==> config.mk <==
export PLATFORM = sky130hd
export DESIGN_NAME = cascade_qcounter
export DESIGN_NICKNAME = d
export VERILOG_FILES = /design/src/rtl/cqc_pkg.sv /design/src/rtl/cqc_sync.sv /design/src/rtl/cqc_ctrl.sv /design/src/rtl/cqc_datapath.sv /design/src/rtl/cascade_qcounter.sv
export SDC_FILE = /design/constraint.sdc
export NUM_CORES = 1
export LEC_CHECK = 0
export BUFFER_PORTS_ARGS = -buffer_cell sky130_fd_sc_hd__buf_2
export CAP_MARGIN = 15
export CORE_UTILIZATION = 45
export CTS_CLUSTER_DIAMETER = 80
export DETAILED_ROUTE_END_ITERATION = 10
export GPL_TIMING_DRIVEN = 1
export PLACE_DENSITY = 0.66
export SLEW_MARGIN = 10
export SYNTH_ARGS = -nofsm -noshare
export SYNTH_HDL_FRONTEND = slang
export SYNTH_SLANG_ARGS = --single-unit
export TNS_END_PERCENT = 50
==> constraint.sdc <==
create_clock -name clk -period 5.25 [get_ports clk]
set_clock_uncertainty 0.05 [all_clocks]
set_input_delay 0 -clock clk [delete_from_list [all_inputs] [get_ports clk]]
set_output_delay 0 -clock clk [all_outputs]
set_load 0.005 [all_outputs]
==> src/rtl/cqc_pkg.sv <==
package cqc_pkg;

  typedef enum logic [3:0] {
    ADR_SRC    = 4'd0,
    ADR_RUN    = 4'd1,
    ADR_XLINK  = 4'd2,
    ADR_CNT_LO = 4'd3,
    ADR_CNT_HI = 4'd4,
    ADR_CAP_LA = 4'd5,
    ADR_CAP_LB = 4'd6,
    ADR_CAP_HA = 4'd7,
    ADR_CAP_HB = 4'd8
  } cqc_addr_e;

  localparam logic [3:0] SRC_LOWER_WRAP = 4'hF;

  // Strobes from control to datapath, all valid for one cycle.
  typedef struct packed {
    logic loStep;   // lower counter steps this cycle
    logic loUp;     // direction of that step
    logic hiEn;     // upper stage is running and follows lower wraps
    logic capLoA;
    logic capLoB;
    logic capHiA;
    logic capHiB;
    logic wrLo;     // register write to the lower counter
    logic wrHi;     // register write to the upper counter
  } cqc_strobe_t;

endpackage

==> src/rtl/cqc_sync.sv <==
module cqc_sync #(
  parameter int W      = 1,
  parameter int STAGES = 2
) (
  input  logic         clk,
  input  logic         rstN,
  input  logic [W-1:0] din,
  output logic [W-1:0] dout
);

  logic [W-1:0] stageQ [STAGES];

  for (genvar g = 0; g < STAGES; g++) begin : g_stage
    always_ff @(posedge clk or negedge rstN) begin
      if (!rstN) stageQ[g] <= '0;
      else if (g == 0) stageQ[g] <= din;
      else stageQ[g] <= stageQ[(g == 0) ? 0 : g-1];
    end
  end

  assign dout = stageQ[STAGES-1];

endmodule

==> src/rtl/cqc_ctrl.sv <==
module cqc_ctrl
  import cqc_pkg::*;
#(
  parameter int CNT_W       = 16,
  parameter int SYNC_STAGES = 2
) (
  input  logic             clk,
  input  logic             rstN,
  input  logic             phaseA,
  input  logic             phaseB,
  input  logic [3:0]       capPins,   // {hiB, hiA, loB, loA}
  input  logic [3:0]       regAddr,
  input  logic             regWrEn,
  input  logic [CNT_W-1:0] regWrData,
  output cqc_strobe_t      strobe,
  output logic             cfgHit,
  output logic [CNT_W-1:0] cfgRdData
);

  localparam int IN_W = 6;

  logic [IN_W-1:0] syncIn, syncOut, prevQ;
  logic [1:0]      phNow, phOld;
  logic [3:0]      capRise;
  logic            stepUp, stepDn;

  logic [3:0] srcSel;
  logic [1:0] runBits;
  logic [3:0] xLink;

  assign syncIn = {phaseA, phaseB, capPins};

  cqc_sync #(.W(IN_W), .STAGES(SYNC_STAGES)) u_sync (
    .clk (clk),
    .rstN(rstN),
    .din (syncIn),
    .dout(syncOut)
  );

  always_ff @(posedge clk or negedge rstN) begin
    if (!rstN) prevQ <= '0;
    else       prevQ <= syncOut;
  end

  assign phNow   = syncOut[5:4];
  assign phOld   = prevQ[5:4];
  assign capRise = syncOut[3:0] & ~prevQ[3:0];

  // 4x decoding: {A,B} going 00->10->11->01->00 counts up
  always_comb begin
    stepUp = 1'b0;
    stepDn = 1'b0;
    unique case ({phOld, phNow})
      4'b00_10, 4'b10_11, 4'b11_01, 4'b01_00: stepUp = 1'b1;
      4'b00_01, 4'b01_11, 4'b11_10, 4'b10_00: stepDn = 1'b1;
      default: ;
    endcase
  end

  // Configuration registers
  always_ff @(posedge clk or negedge rstN) begin
    if (!rstN) begin
      srcSel  <= '0;
      runBits <= '0;
      xLink   <= '0;
    end else if (regWrEn) begin
      unique case (regAddr)
        ADR_SRC:   srcSel  <= regWrData[3:0];
        ADR_RUN:   runBits <= regWrData[1:0];
        ADR_XLINK: xLink   <= regWrData[3:0];
        default: ;
      endcase
    end
  end

  always_comb begin
    strobe.wrLo   = regWrEn && (regAddr == ADR_CNT_LO);
    strobe.wrHi   = regWrEn && (regAddr == ADR_CNT_HI);
    strobe.loStep = runBits[0] && (stepUp || stepDn) && !strobe.wrLo;
    strobe.loUp   = stepUp;
    strobe.hiEn   = runBits[1] && (srcSel == SRC_LOWER_WRAP);
    strobe.capLoA = capRise[0] || (xLink[2] && capRise[2]);
    strobe.capLoB = capRise[1] || (xLink[3] && capRise[3]);
    strobe.capHiA = capRise[2] || (xLink[0] && capRise[0]);
    strobe.capHiB = capRise[3] || (xLink[1] && capRise[1]);
  end

  always_comb begin
    cfgHit    = 1'b1;
    cfgRdData = '0;
    unique case (regAddr)
      ADR_SRC:   cfgRdData[3:0] = srcSel;
      ADR_RUN:   cfgRdData[1:0] = runBits;
      ADR_XLINK: cfgRdData[3:0] = xLink;
      default:   cfgHit = 1'b0;
    endcase
  end

endmodule

==> src/rtl/cqc_datapath.sv <==
module cqc_datapath
  import cqc_pkg::*;
#(
  parameter int CNT_W = 16
) (
  input  logic                       clk,
  input  logic                       rstN,
  input  cqc_strobe_t                strobe,
  input  logic [CNT_W-1:0]           regWrData,
  input  logic [3:0]                 regAddr,
  output logic [CNT_W-1:0]           cntLo,
  output logic [CNT_W-1:0]           cntHi,
  output logic                       ovf,
  output logic                       unf,
  output logic [3:0][CNT_W-1:0]      capRegs,   // {HB, HA, LB, LA}
  output logic [CNT_W-1:0]           dpRdData
);

  localparam logic [CNT_W-1:0] ONE  = {{(CNT_W-1){1'b0}}, 1'b1};
  localparam logic [CNT_W-1:0] TOP  = '1;
  localparam logic [CNT_W-1:0] ZERO = '0;

  logic       hiStep;
  logic [3:0] capStb;

  assign ovf    = strobe.loStep &&  strobe.loUp && (cntLo == TOP);
  assign unf    = strobe.loStep && !strobe.loUp && (cntLo == ZERO);
  assign hiStep = strobe.hiEn && (ovf || unf) && !strobe.wrHi;

  always_ff @(posedge clk or negedge rstN) begin
    if (!rstN)              cntLo <= '0;
    else if (strobe.wrLo)   cntLo <= regWrData;
    else if (strobe.loStep) cntLo <= strobe.loUp ? cntLo + ONE : cntLo - ONE;
  end

  always_ff @(posedge clk or negedge rstN) begin
    if (!rstN)            cntHi <= '0;
    else if (strobe.wrHi) cntHi <= regWrData;
    else if (hiStep)      cntHi <= ovf ? cntHi + ONE : cntHi - ONE;
  end

  assign capStb = {strobe.capHiB, strobe.capHiA, strobe.capLoB, strobe.capLoA};

  // Captures take the pre-step counter values by register semantics.
  for (genvar c = 0; c < 4; c++) begin : g_cap
    always_ff @(posedge clk or negedge rstN) begin
      if (!rstN)          capRegs[c] <= '0;
      else if (capStb[c]) capRegs[c] <= (c < 2) ? cntLo : cntHi;
    end
  end

  always_comb begin
    unique case (regAddr)
      ADR_CNT_LO: dpRdData = cntLo;
      ADR_CNT_HI: dpRdData = cntHi;
      ADR_CAP_LA: dpRdData = capRegs[0];
      ADR_CAP_LB: dpRdData = capRegs[1];
      ADR_CAP_HA: dpRdData = capRegs[2];
      ADR_CAP_HB: dpRdData = capRegs[3];
      default:    dpRdData = '0;
    endcase
  end

endmodule

==> src/rtl/cascade_qcounter.sv <==
module cascade_qcounter
  import cqc_pkg::*;
#(
  parameter int CNT_W       = 16,
  parameter int SYNC_STAGES = 2
) (
  input  logic             clk,
  input  logic             rstN,
  input  logic             phaseA,
  input  logic             phaseB,
  input  logic             capPinLoA,
  input  logic             capPinLoB,
  input  logic             capPinHiA,
  input  logic             capPinHiB,
  input  logic [3:0]       regAddr,
  input  logic             regWrEn,
  input  logic [CNT_W-1:0] regWrData,
  output logic [CNT_W-1:0] regRdData
);

  cqc_strobe_t              strobe;
  logic                     cfgHit, ovf, unf;
  logic [CNT_W-1:0]         cfgRdData, dpRdData, cntLo, cntHi;
  logic [3:0][CNT_W-1:0]    capRegs;

  cqc_ctrl #(.CNT_W(CNT_W), .SYNC_STAGES(SYNC_STAGES)) u_ctrl (
    .clk      (clk),
    .rstN     (rstN),
    .phaseA   (phaseA),
    .phaseB   (phaseB),
    .capPins  ({capPinHiB, capPinHiA, capPinLoB, capPinLoA}),
    .regAddr  (regAddr),
    .regWrEn  (regWrEn),
    .regWrData(regWrData),
    .strobe   (strobe),
    .cfgHit   (cfgHit),
    .cfgRdData(cfgRdData)
  );

  cqc_datapath #(.CNT_W(CNT_W)) u_dp (
    .clk      (clk),
    .rstN     (rstN),
    .strobe   (strobe),
    .regWrData(regWrData),
    .regAddr  (regAddr),
    .cntLo    (cntLo),
    .cntHi    (cntHi),
    .ovf      (ovf),
    .unf      (unf),
    .capRegs  (capRegs),
    .dpRdData (dpRdData)
  );

  assign regRdData = cfgHit ? cfgRdData : dpRdData;

endmodule

==> results.sh <==
export IMPL_hold_violations=0
export IMPL_clk_root_buffer_cell="sky130_fd_sc_hd__clkbuf_16"
export IMPL_io_buffer_count=44
export IMPL_synthToLayoutAreaGrowth_pct=18.3
export IMPL_ctsLongestPathBuffers=2
export IMPL_tightest_slew_ns=1.14
export IMPL_status="finished, violations left"
export IMPL_postSynth_topFlopCell="sky130_fd_sc_hd__dfrtp_1"
export IMPL_critical_path_slowest_cell="sky130_fd_sc_hd__dfrtp_1"
export IMPL_fin_crit_ns=3.82
export IMPL_estimated_wirelength_of_the_detail_placed_design_um=12400
export IMPL_synth_enable_flop_cells=0
export IMPL_clkLatencyLatePin_ns=0.42
export IMPL_proportion_of_layout_cells_with_a_drive_suffix_above_1_pct=24.4
export IMPL_max_freq_ghz=0.262
export IMPL_fin_nets=765
export IMPL_powerDensity_nw_per_um2=502
export IMPL_height_of_the_die_um=125
export IMPL_finalWirelength_um=17700
export IMPL_routedWlPerCell_um=19.6
export IMPL_num_antenna_cells=0
export IMPL_rsz0062_at_grt="no"
export IMPL_fin_tns_setup_ns=0
export IMPL_ios=45
export IMPL_cpPeakStageDelay_ns=0.49
export IMPL_timing_critical_path_required_ns=5.46
export IMPL_antenna_found_initial=1
export IMPL_final_hold_slack_ns=0.0330
export IMPL_first_pass_iters=10
export IMPL_floorplan_die_area_um2=15600
export IMPL_timing_critical_path_fanout_max=17
export IMPL_cts_inserted_buffers=17
export IMPL_worstSetupEndpointType="flip-flop"
export IMPL_post_synthesis_cell_type_with_the_largest_combined_area="sky130_fd_sc_hd__dfrtp_1"
export IMPL_fillCellCount=1274
export IMPL_drt_drc_violations_left=8
export IMPL_final_antenna_net_count=0
export IMPL_timing_slew_headroom_pct=23.8
export IMPL_postSynthNetCount=697
export IMPL_cts_sinks=124
export IMPL_critPathLaunchType="flip-flop"
export IMPL_worst_path_dominant_cell_family="compound AO/OA/AOI/OAI gates"
export IMPL_worstHoldPathType="primary input to flip-flop"
export IMPL_yosys_cell_count_top_type="sky130_fd_sc_hd__dfrtp_1"
export IMPL_async_reset_ff_share_pct=100
export IMPL_rows=44
export IMPL_synth_yosys_seq_area_share_pct=45.7
export IMPL_gp_congestion=0.878
export IMPL_slew_violations=0
export IMPL_grt_pass1_wl_um=28800
export IMPL_core_region_um2=14600
export IMPL_synth_seq_cells=124
export IMPL_timing_final_crit_share_pct=72.7
export IMPL_ys_top_cells_by_area="sky130_fd_sc_hd__dfrtp_1 46%, sky130_fd_sc_hd__mux2_2 12%, sky130_fd_sc_hd__ha_1 5.3%"
export IMPL_critical_path_arrival_ns=4.03
export IMPL_via_density=5.98
export IMPL_initial_core_util_pct=46.4
export IMPL_vias=5394
export IMPL_synth_top_cell_area_share_pct=45.7
export IMPL_irDropWorstVdd_mv=0.283
export IMPL_failing_checks="design-rule violations"
export IMPL_setup_viol=0
export IMPL_maximum_number_of_pins_on_one_net_before_global_route_repair=72
export IMPL_path_clk_slew_ns=0.06
export IMPL_grt_pass1_vias=5539
export IMPL_max_cap_viol_count=0
export IMPL_worstPathCellList="nand4_1 -> nor4_1 -> nand4_1 -> buf_4 -> fa_1 -> a21o_1 -> a21oi_1 -> o211ai_1 -> a31o_2 -> a21oi_1 -> o21ai_0 -> xor2_1 -> mux2i_1 -> a21oi_1"
export IMPL_synthesis_yosys_warnings=0
export IMPL_dieWidth_um=125
export IMPL_overflow_after_grt=0
export IMPL_gr_usage_all_layers_pct=24.1
export IMPL_power_static_leakage_nw=3.30
export IMPL_synth_area_per_cell_um2=10.7
export IMPL_post_synth_inst_count=637
export IMPL_category_of_the_critical_setup_timing_path="flip-flop to flip-flop"
export IMPL_synth_cell_type_count=56
export IMPL_cts_htree_levels=4
export IMPL_number_of_drc_violations_after_detailed_routing_iteration_0=319
export IMPL_synthTopCellsByCount="124 x sky130_fd_sc_hd__dfrtp_1, 74 x sky130_fd_sc_hd__mux2_2, 49 x sky130_fd_sc_hd__nor2_1"
export IMPL_cp_num_buf_inv=1
export IMPL_mappedNetlistArea_um2=6790
export IMPL_tritoncts="yes"
export IMPL_cts_resized=0
export IMPL_critPathMostFrequentCell="sky130_fd_sc_hd__a21oi_1"
-- tightest hold or removal path: cells and delay by family --
kind            cells  cell delay [ns]
simple gates        1             0.25
buf+inv             1             0.12
compound gates      1             0.10
-- path summary, 6_finish.rpt --
path,start,slack (ns),cells after the start,endpoint
worst max-delay path,u_dp.cntLo[14]$_DFFE_PN0P_,1.43,14,u_dp.cntHi[14]$_DFFE_PN0P_
max in group asynchronous,rstN,3.65,3,u_ctrl.prevQ[2]$_DFF_PN0_
worst max register to register,u_dp.cntLo[14]$_DFFE_PN0P_,1.43,14,u_dp.cntHi[14]$_DFFE_PN0P_
min in group asynchronous,rstN,0.13,2,u_dp.cntLo[12]$_DFFE_PN0P_
worst min-delay path,regWrEn,0.03,3,u_dp.cntHi[2]$_DFFE_PN0P_
worst min register to register,u_ctrl.u_sync.stageQ[11]$_DFF_PN0_,0.30,0,u_ctrl.u_sync.dout[5]$_DFF_PN0_
-- flip-flops by register name, indices dropped and copies added, names as in the netlist --
name and flops:
u_ctrl.u_sync.stageQ 6, u_ctrl.srcSel 4, u_dp.capRegs 64, u_dp.cntHi 16, u_ctrl.u_sync.dout 6, u_ctrl.prevQ 6
u_ctrl.xLink 4, u_ctrl.runBits 2, u_dp.cntLo 16
-- metal layers --
layer	part of all wire (%)	GRT usage [%]
met5	0.068	0
met4	3.1	10.5
met1	43	30.5
met3	5.2	5.20
met2	48	39.6
-- placed cells by master, fill, tap and decap left out, drive strengths merged, types with 2 or more instances in the layout --
cell type    count
or3              4
o211ai           3
a211oi           4
nor2b            8
xor2            10
fa               2
mux2i           18
nand3           21
o21bai           2
nor2            49
dfrtp          124
xnor2           15
buf             53
and2             5
clkbuf          17
ha              29
nor4             7
clkinv           3
mux2            74
nor3             8
a22oi           46
nand2b           4
and3             3
nand2           32
a211o            2
inv             19
dlygate4sd3     23
a2111oi          2
a31oi            4
a21o            11
o21a             8
nand3b           2
a21oi           49
or2              2
nand4            9
o21ai           31
-- metrics by stage --
stage	cells	utilization [%]	worst slack, ns	cell area, um^2	total power, mW
floorplan	637	-	1.48	6790	2.49
global placement	846	49.3	1.67	7220	2.81
detailed placement	846	49.3	1.52	7220	2.87
CTS	901	54.8	1.50	8020	4.04
global route	902	54.9	1.20	8030	4.29
finish	902	54.9	1.43	8030	4.03
-- power breakdown --
part	total [mW]	internal, mW	switching (mW)
clock network	1.14	0.667	0.472
logic	1.30	0.648	0.657
registers	1.59	1.27	0.315
-- cell families after synthesis --
group                      count (synthesis)  share of synthesized area, %
buffers and inverters                     36                          2.12
AOI/OAI and AO/OA                        171                          16.7
adders and majority gates                 31                          5.93
and+or+nand+nor                          158                          11.4
DFF                                      124                          45.7
muxes                                     92                          14.9
xor gates and xnor gates                  25                          3.23
-- final cells by class --
cell class | instances | area, um^2 | share of cell area, %
Timing Repair Buffer | 76 | 524 | 6.53
Sequential cell | 124 | 3100 | 38.6
Tap cell | 184 | 230 | 2.87
Multi-Input combinational cell | 477 | 3570 | 44.4
Clock buffer | 17 | 425 | 5.30
Inverter | 9 | 33.8 | 0.420
Clock inverter | 15 | 150 | 1.87
-- timing repair --
item                                   in CTS  in global routing
hold buffers                               23                  0
buffers inserted                            0                  0
endpoints found under the hold margin     101                  0
(Power assumes the default switching activity.)
